**config.mk**
```make
export PLATFORM = sky130hd
export DESIGN_NAME = sctl_port
export DESIGN_NICKNAME = d
export VERILOG_FILES = /design/src/rtl/sctl_pkg.sv /design/src/rtl/sctl_sync.sv /design/src/rtl/sctl_frame_rx.sv /design/src/rtl/sctl_port_regs.sv /design/src/rtl/sctl_gain_map.sv /design/src/rtl/sctl_port.sv
export SDC_FILE = /design/constraint.sdc
export NUM_CORES = 1
export LEC_CHECK = 0
export BUFFER_PORTS_ARGS = -buffer_cell sky130_fd_sc_hd__buf_4
export CORE_ASPECT_RATIO = 1.5
export CORE_MARGIN = 3
export CORE_UTILIZATION = 56
export DETAILED_ROUTE_END_ITERATION = 10
export PLACE_DENSITY_LB_ADDON = 0.12
export SLEW_MARGIN = 20
export SYNTH_ARGS = -nofsm -noshare
export SYNTH_HDL_FRONTEND = slang
export SYNTH_HIERARCHICAL = 1
export SYNTH_SLANG_ARGS = --single-unit
```
**constraint.sdc**
```tcl
create_clock -name clk -period 2 [get_ports clk]
set_clock_uncertainty 0.2 [all_clocks]
set_input_delay 0.3 -clock clk [delete_from_list [all_inputs] [get_ports clk]]
set_output_delay 0.3 -clock clk [all_outputs]
set_load 0.01 [all_outputs]
```
**src/rtl/sctl_pkg.sv**
```systemverilog
package sctl_pkg;

   typedef enum logic [1:0] {
      SEL_GAIN = 2'd0,
      SEL_MODE = 2'd1,
      SEL_NONE = 2'd2
   } port_sel_e;

   function automatic port_sel_e sel_of(input int unsigned addr);
      if (addr == 0)      return SEL_GAIN;
      else if (addr == 1) return SEL_MODE;
      else                return SEL_NONE;
   endfunction

endpackage

```
**src/rtl/sctl_sync.sv**
```systemverilog
module sctl_sync #(
   parameter int          W       = 1,
   parameter int          STAGES  = 2,
   parameter logic [W-1:0] RST_VAL = '0
) (
   input  logic         clk,
   input  logic         rst_n,
   input  logic [W-1:0] d,
   output logic [W-1:0] q
);

   generate
      if (STAGES < 0) begin : g_bad
         $error("sctl_sync: STAGES must not be negative");
      end
      if (STAGES == 0) begin : g_pass
         assign q = d;
      end else begin : g_chain
         logic [STAGES-1:0][W-1:0] stg;
         always_ff @(posedge clk or negedge rst_n) begin
            if (!rst_n) begin
               for (int i = 0; i < STAGES; i++) stg[i] <= RST_VAL;
            end else begin
               stg[0] <= d;
               for (int i = 1; i < STAGES; i++) stg[i] <= stg[i-1];
            end
         end
         assign q = stg[STAGES-1];
      end
   endgenerate

endmodule

```
**src/rtl/sctl_frame_rx.sv**
```systemverilog
module sctl_frame_rx #(
   parameter int FRAME_BITS = 16
) (
   input  logic                  clk,
   input  logic                  rst_n,
   input  logic                  en_s,
   input  logic                  sclk_s,
   input  logic                  din_s,
   output logic                  frame_stb,
   output logic [FRAME_BITS-1:0] frame_word,
   output logic                  ack_q
);

   localparam int CNT_W = $clog2(FRAME_BITS + 1);
   localparam int IDX_W = (FRAME_BITS > 1) ? $clog2(FRAME_BITS) : 1;
   localparam logic [CNT_W-1:0] CNT_LAST = CNT_W'(FRAME_BITS - 1);
   localparam logic [CNT_W-1:0] CNT_FULL = CNT_W'(FRAME_BITS);

   generate
      if (FRAME_BITS < 2) begin : g_bad
         $error("sctl_frame_rx: FRAME_BITS too small");
      end
   endgenerate

   logic                  sclk_d;
   logic [CNT_W-1:0]      cnt;
   logic [FRAME_BITS-1:0] shreg;
   logic                  fall;

   assign fall = en_s & sclk_d & ~sclk_s;

   always_ff @(posedge clk or negedge rst_n) begin
      if (!rst_n) begin
         sclk_d    <= 1'b0;
         cnt       <= '0;
         shreg     <= '0;
         frame_stb <= 1'b0;
         ack_q     <= 1'b0;
      end else begin
         sclk_d <= sclk_s;
         if (!en_s) begin
            cnt       <= '0;
            shreg     <= '0;
            frame_stb <= 1'b0;
            ack_q     <= 1'b0;
         end else begin
            frame_stb <= 1'b0;
            if (fall && (cnt < CNT_FULL)) begin
               shreg[cnt[IDX_W-1:0]] <= din_s;
               cnt <= cnt + 1'b1;
               if (cnt == CNT_LAST) begin
                  frame_stb <= 1'b1;
                  ack_q     <= 1'b1;
               end
            end
         end
      end
   end

   assign frame_word = shreg;

   AST_CNT_BOUND: assert property (@(posedge clk) disable iff (!rst_n)
      cnt <= CNT_FULL);
   AST_STB_ONLY_FULL: assert property (@(posedge clk) disable iff (!rst_n)
      frame_stb |-> (cnt == CNT_FULL));
   AST_ACK_NEEDS_FULL: assert property (@(posedge clk) disable iff (!rst_n)
      $rose(ack_q) |-> (cnt == CNT_FULL));
   AST_ACK_RELEASE: assert property (@(posedge clk) disable iff (!rst_n)
      !en_s |=> (!ack_q && cnt == '0));
   AST_ACK_HOLD: assert property (@(posedge clk) disable iff (!rst_n)
      (ack_q && en_s) |=> ack_q);

endmodule

```
**src/rtl/sctl_port_regs.sv**
```systemverilog
module sctl_port_regs
   import sctl_pkg::*;
#(
   parameter int              FRAME_BITS = 16,
   parameter int              ADDR_LSB   = 2,
   parameter int              ADDR_W     = 5,
   parameter int              GAIN_W     = 4,
   parameter logic [GAIN_W-1:0] GAIN_DEF = 4'b0111
) (
   input  logic                  clk,
   input  logic                  rst_n,
   input  logic                  frame_stb,
   input  logic [FRAME_BITS-1:0] frame_word,
   input  logic                  corr_done,
   output logic [GAIN_W-1:0]     trk_gain,
   output logic [GAIN_W-1:0]     foc_gain,
   output logic                  sleep,
   output logic                  corr_req
);

   localparam int TRK_LSB   = FRAME_BITS - GAIN_W;
   localparam int FOC_LSB   = TRK_LSB - GAIN_W;
   localparam int SLEEP_BIT = FRAME_BITS - 1;
   localparam int CORR_BIT  = FRAME_BITS - 2;

   generate
      if (FOC_LSB < ADDR_LSB + ADDR_W) begin : g_bad
         $error("sctl_port_regs: gain fields overlap the address field");
      end
   endgenerate

   logic [ADDR_W-1:0] addr;
   port_sel_e         sel;
   logic [GAIN_W-1:0] trk_q, foc_q;
   logic              sleep_q, corr_q;
   logic              unused_word;

   assign addr = frame_word[ADDR_LSB +: ADDR_W];
   assign sel  = sel_of(int'(addr));
   assign unused_word = ^frame_word;

   always_ff @(posedge clk or negedge rst_n) begin
      if (!rst_n) begin
         trk_q   <= GAIN_DEF;
         foc_q   <= GAIN_DEF;
         sleep_q <= 1'b0;
         corr_q  <= 1'b0;
      end else if (corr_done) begin
         trk_q   <= GAIN_DEF;
         foc_q   <= GAIN_DEF;
         sleep_q <= 1'b0;
         corr_q  <= 1'b0;
      end else begin
         if (sleep_q) begin
            trk_q <= GAIN_DEF;
            foc_q <= GAIN_DEF;
         end else if (frame_stb && sel == SEL_GAIN) begin
            trk_q <= frame_word[TRK_LSB +: GAIN_W];
            foc_q <= frame_word[FOC_LSB +: GAIN_W];
         end
         if (frame_stb && sel == SEL_MODE) begin
            sleep_q <= frame_word[SLEEP_BIT];
            corr_q  <= frame_word[CORR_BIT];
         end
      end
   end

   assign trk_gain = sleep_q ? GAIN_DEF : trk_q;
   assign foc_gain = sleep_q ? GAIN_DEF : foc_q;
   assign sleep    = sleep_q;
   assign corr_req = corr_q & ~sleep_q;

   AST_CORR_RESTORE: assert property (@(posedge clk) disable iff (!rst_n)
      corr_done |=> (trk_q == GAIN_DEF && foc_q == GAIN_DEF && !sleep_q && !corr_q));
   AST_SLEEP_GAINS: assert property (@(posedge clk) disable iff (!rst_n)
      (sleep_q && $past(sleep_q)) |-> (trk_q == GAIN_DEF && foc_q == GAIN_DEF));
   AST_UNKNOWN_ADDR: assert property (@(posedge clk) disable iff (!rst_n)
      (frame_stb && sel == SEL_NONE && !corr_done && !sleep_q)
         |=> ($stable(trk_q) && $stable(foc_q) && $stable(sleep_q) && $stable(corr_q)));
   AST_NO_WRITE_IDLE: assert property (@(posedge clk) disable iff (!rst_n)
      (!frame_stb && !corr_done && !sleep_q)
         |=> ($stable(trk_q) && $stable(foc_q) && $stable(sleep_q) && $stable(corr_q)));

endmodule

```
**src/rtl/sctl_gain_map.sv**
```systemverilog
module sctl_gain_map #(
   parameter int GAIN_W  = 4,
   parameter int DB_W    = 6,
   parameter int DB_MAX  = 14,
   parameter int DB_STEP = 2
) (
   input  logic [GAIN_W-1:0]      code,
   output logic signed [DB_W-1:0] db
);

   localparam int DB_MIN = DB_MAX - DB_STEP * ((1 << GAIN_W) - 1);

   generate
      if (DB_MAX >= (1 << (DB_W - 1)) || DB_MIN < -(1 << (DB_W - 1))) begin : g_bad
         $error("sctl_gain_map: dB range does not fit DB_W");
      end
   endgenerate

   assign db = DB_W'(DB_MAX) - DB_W'(DB_STEP) * DB_W'(code);

endmodule

```
**src/rtl/sctl_port.sv**
```systemverilog
module sctl_port #(
   parameter int FRAME_BITS  = 16,
   parameter int SYNC_STAGES = 2,
   parameter int ADDR_LSB    = 2,
   parameter int ADDR_W      = 5,
   parameter int GAIN_W      = 4,
   parameter int GAIN_DEF    = 7,
   parameter int DB_W        = 6,
   parameter int DB_MAX      = 14,
   parameter int DB_STEP     = 2
) (
   input  logic                   clk,
   input  logic                   rst_n,
   input  logic                   ser_en,
   input  logic                   ser_clk,
   input  logic                   ser_din,
   input  logic                   corr_done,
   output logic                   ack_pull_low,
   output logic [GAIN_W-1:0]      trk_gain,
   output logic [GAIN_W-1:0]      foc_gain,
   output logic                   sleep,
   output logic                   corr_req,
   output logic signed [DB_W-1:0] trk_gain_db,
   output logic signed [DB_W-1:0] foc_gain_db
);

   localparam int N_GAINS = 2;
   localparam logic [GAIN_W-1:0] GAIN_DEF_V = GAIN_W'(GAIN_DEF);

   generate
      if (GAIN_DEF >= (1 << GAIN_W)) begin : g_bad_def
         $error("sctl_port: GAIN_DEF does not fit GAIN_W");
      end
      if (SYNC_STAGES < 1) begin : g_bad_sync
         $error("sctl_port: at least one synchronizer stage required");
      end
   endgenerate

   logic [2:0]                  link_s;
   logic                        frame_stb;
   logic [FRAME_BITS-1:0]       frame_word;
   logic [N_GAINS-1:0][GAIN_W-1:0]      codes;
   logic [N_GAINS-1:0][DB_W-1:0]        dbs;

   sctl_sync #(
      .W(3), .STAGES(SYNC_STAGES), .RST_VAL(3'b001)
   ) u_sync (
      .clk(clk), .rst_n(rst_n),
      .d({ser_en, ser_clk, ser_din}),
      .q(link_s)
   );

   sctl_frame_rx #(.FRAME_BITS(FRAME_BITS)) u_rx (
      .clk(clk), .rst_n(rst_n),
      .en_s(link_s[2]), .sclk_s(link_s[1]), .din_s(link_s[0]),
      .frame_stb(frame_stb), .frame_word(frame_word), .ack_q(ack_pull_low)
   );

   sctl_port_regs #(
      .FRAME_BITS(FRAME_BITS), .ADDR_LSB(ADDR_LSB), .ADDR_W(ADDR_W),
      .GAIN_W(GAIN_W), .GAIN_DEF(GAIN_DEF_V)
   ) u_regs (
      .clk(clk), .rst_n(rst_n),
      .frame_stb(frame_stb), .frame_word(frame_word), .corr_done(corr_done),
      .trk_gain(trk_gain), .foc_gain(foc_gain), .sleep(sleep), .corr_req(corr_req)
   );

   assign codes[0] = trk_gain;
   assign codes[1] = foc_gain;

   generate
      for (genvar g = 0; g < N_GAINS; g++) begin : g_map
         sctl_gain_map #(
            .GAIN_W(GAIN_W), .DB_W(DB_W), .DB_MAX(DB_MAX), .DB_STEP(DB_STEP)
         ) u_map (
            .code(codes[g]),
            .db(dbs[g])
         );
      end
   endgenerate

   assign trk_gain_db = dbs[0];
   assign foc_gain_db = dbs[1];

   AST_SLEEP_MASKS_REQ: assert property (@(posedge clk) disable iff (!rst_n)
      sleep |-> !corr_req);
   AST_SLEEP_DEF_OUT: assert property (@(posedge clk) disable iff (!rst_n)
      sleep |-> (trk_gain == GAIN_DEF_V && foc_gain == GAIN_DEF_V));

endmodule

```
==> results.txt <==
When the netlist entered floorplanning its net count stood at around 190. The ratio of final minimum period to clock period is 0.904. Entering global routing, the biggest net connects 38 pins. The number of top-level pins is 29. The number of buffers and inverters on the critical path came out at 2.

The overall die height came out at 76.0 um. After legalization and detailed placement, the total HPWL measured 2280 um. The final number of setup-violating endpoints is 0. In this run the standard cell core region covers between 3000 and 4000 um^2. The final max-slew violation count was 0. The count of nets after finishing came out at 213. Summed over all layers, the routed wires come to 3080 um. The via count of the first global-routing pass came out at 1352.

In this run the critical register-to-register path is captured at u_regs/foc_q[1]. The worst ir drop on vdd came out at 0.680 mV. The tightest min-delay check is of the primary input to register type. In this run the number of H-tree levels came out at 2.

The area taken by multi-input logic gates is about 740 um^2. The required arrival time at the worst endpoint came out at approximately 1.5 ns. The post-route total power is 1.58 mW. The insertion delay of the later-clocked pin in the worst-skew pair is 0.28 ns. The design internal power came out at 1.28 mW. Following the worst setup path forward leads to its endpoint at trk_gain_db[1]. Counting the fill cells in the layout gives 239.

Clock-pin slew was measured on the worst setup and hold paths at 0.07 ns. The hold violation count in the final report is 0. The clock tree root driver cell is sky130_fd_sc_hd__clkbuf_8. Of the total power, the share spent switching nets is 0.189.

The post-CTS repair timing setup buffer count is 0. The number of cells on the critical path is 3. Excluding fillers, the count of instances in the completed layout stands at 242.

Summed over all cells, the static leakage comes to around 1.1 nW. The global-route congestion overflow total came out at 0. For this configuration, the core starts out at a cell density of 0.609.

For this design, the sink count on the clock tree is 37. The shortest clock period the worst path allows after layout is 1.81 ns. The worst reg-to-reg setup slack came out at approximately 0.24 ns. The count of mapped cells out of synthesis is 180. The global-route usage over all layers came out at 0.185. The number of violations reported at the end of detailed-routing iteration 0 is 46.

The number of cells upsized or downsized after cts came out at 0. The per-cell routed wire length is 12.7 um. The number of buffers inserted by hold repair at cts came out at 4.

Traced cell by cell, the critical path runs through or2_2, inv_1, buf_4. The deepest clock path buffer count came out at 2. The antenna violation net count after detailed routing came out at 0. The number of diodes added for antenna fixing is 0. The initial antenna violation count was 0. The number of search-and-repair iterations in the first detailed-routing pass came out at 4.

The clock buffer count from CTS came out at 5. Of the cells placed in the final design, the portion with a size suffix greater than 1 is 0.276. The power density normalized to cell area came out at 732 nW/um^2. The number of placed instances, taps included came out at 230. The worst setup path is launched from a register. The largest fanout on the critical path came out at 13.

The total negative slack for setup checks came out at 0 ns. The first-pass GRT wire length came out at 5620 um. The worst stage delay on the critical path is 0.50 ns. The number of cells on the worst reg-to-reg path is 4.

In this run the power spent charging and discharging nets is 0.299 mW. Yosys printed 6 warnings. The post-synthesis to final-layout area growth came out at 18.1%.

The number of max-cap violations is 0. Of the total power, the clock network draws 0.470. For this design, the slowest cell found on the critical path is sky130_fd_sc_hd__dfrtp_1. Dividing the detail-routed via count by the number of cells gives 5.40. The flow ran to the end, and the final reports show no timing, DRC or antenna violations. Routability-driven placement finished with a final weighted congestion of 0.776. STA classifies the critical path endpoint as an output pin.

For this run, design rule violations remaining after detail routing come to 0. The total area of sequential cells came out at 936 um^2. Port buffering added 26 buffers. The horizontal extent of the die came out at 52.7 um.

The floorplan step defined a die boundary enclosing 4000 um^2. Setup repair after global routing left no endpoint under its margin. The mean area per synthesized cell is 10.2 um^2. The share of total power in sequential cells came out at 0.485. The fraction of power consumed by combinational cells came out at 0.044. Tracing the worst setup path back leads to its startpoint at u_regs/sleep.

The highest clock rate came out at 553 MHz. The total via count after detailed routing came out at 1307. The critical path is of the register to output pin type. For the worst setup path, the data arrival time is 1.31 ns. TritonCTS built the clock tree. In this run the critical register-to-register path is launched from u_rx/frame_word[5]. The netlist area before placement came out at 1830 um^2.

The number of standard-cell rows in the floorplan came out at 24. In this design, the largest share of critical-path delay is due to flip-flops.
[how the worst min path moves through the flow]
stage / startpoint / end / cells after the start
5_1_grt: corr_done / u_regs/trk_q[3] / 3
2_1_floorplan: rst_n / u_regs/corr_q / 0
3_5_place_dp: rst_n / u_regs/corr_q / 1
3_3_place_gp: rst_n / u_regs/sleep / 1
4_1_cts: corr_done / u_regs/trk_q[3] / 3
6_report: corr_done / u_regs/trk_q[3] / 3
[per-stage QoR]
step	hold slack (ns)	setup WS, ns	util	area [um^2]
finish	0.0971	0.192	0.719	2160
global route	0.107	0.122	0.719	2160
CTS	0.0876	0.168	0.719	2160
detailed placement	0.0816	0.259	0.661	1990
global placement	0.0706	0.309	0.661	1990
floorplan	-0.196	0.267	-	1830
[power groups by stage]
stage / Clock (mW) / Sequential, mW / Combinational [mW]
after floorplan: 0 / 0.778 / 0.0429
after global placement: 0 / 0.780 / 0.0632
after detailed placement: 0 / 0.780 / 0.0650
after CTS: 0.765 / 0.767 / 0.0711
after global routing: 0.802 / 0.768 / 0.0791
final: 0.743 / 0.767 / 0.0699
[sequential cells by signal, summed over array words and instances, names as in the netlist]
register            cells
u_rx/ack_q              1
u_regs/corr_q           1
u_regs/sleep            1
u_rx/frame_word        13
u_rx/cnt                5
u_sync/g_chain.stg      3
u_regs/foc_q            4
u_rx/sclk_d             1
u_sync/q                3
u_rx/frame_stb          1
u_regs/trk_q            4
[layer usage]
metal	vias up	routed length, um	track usage	part of all wire
met5	-	0	0	0
met4	0	53	0.0844	0.017
met2	41	1770	0.338	0.58
met1	631	1100	0.187	0.36
met3	5	158	0.0431	0.051
li1	630	-	-	-
[worst reg2reg max path, stage by stage (launching register included)]
cell and delay, ns:
sky130_fd_sc_hd__dfrtp_1 0.41, sky130_fd_sc_hd__or4b_1 0.60, sky130_fd_sc_hd__buf_4 0.20, sky130_fd_sc_hd__o21ai_0 0.16, sky130_fd_sc_hd__nand3_1 0.10
[cell usage in the layout (no fill, tap or decap), types with 6 or more instances in the layout]
cell type,count
sky130_fd_sc_hd__nor2b_1,6
sky130_fd_sc_hd__dfrtp_1,29
sky130_fd_sc_hd__nand3_1,23
sky130_fd_sc_hd__nand2_1,20
sky130_fd_sc_hd__buf_4,30
sky130_fd_sc_hd__inv_1,9
sky130_fd_sc_hd__or2_2,8
sky130_fd_sc_hd__dfstp_2,8
sky130_fd_sc_hd__mux2i_1,17
[final cells by class]
class | instances | share of cell area
clock inverters | 3 | 0.0301
repair buffers | 34 | 0.123
well taps | 39 | 0.0226
multi-input cells | 115 | 0.344
clock buffers | 5 | 0.0319
flip-flops and latches | 37 | 0.433
inverters | 9 | 0.0156
No activity file was read; power rests on OpenSTA's default activity.
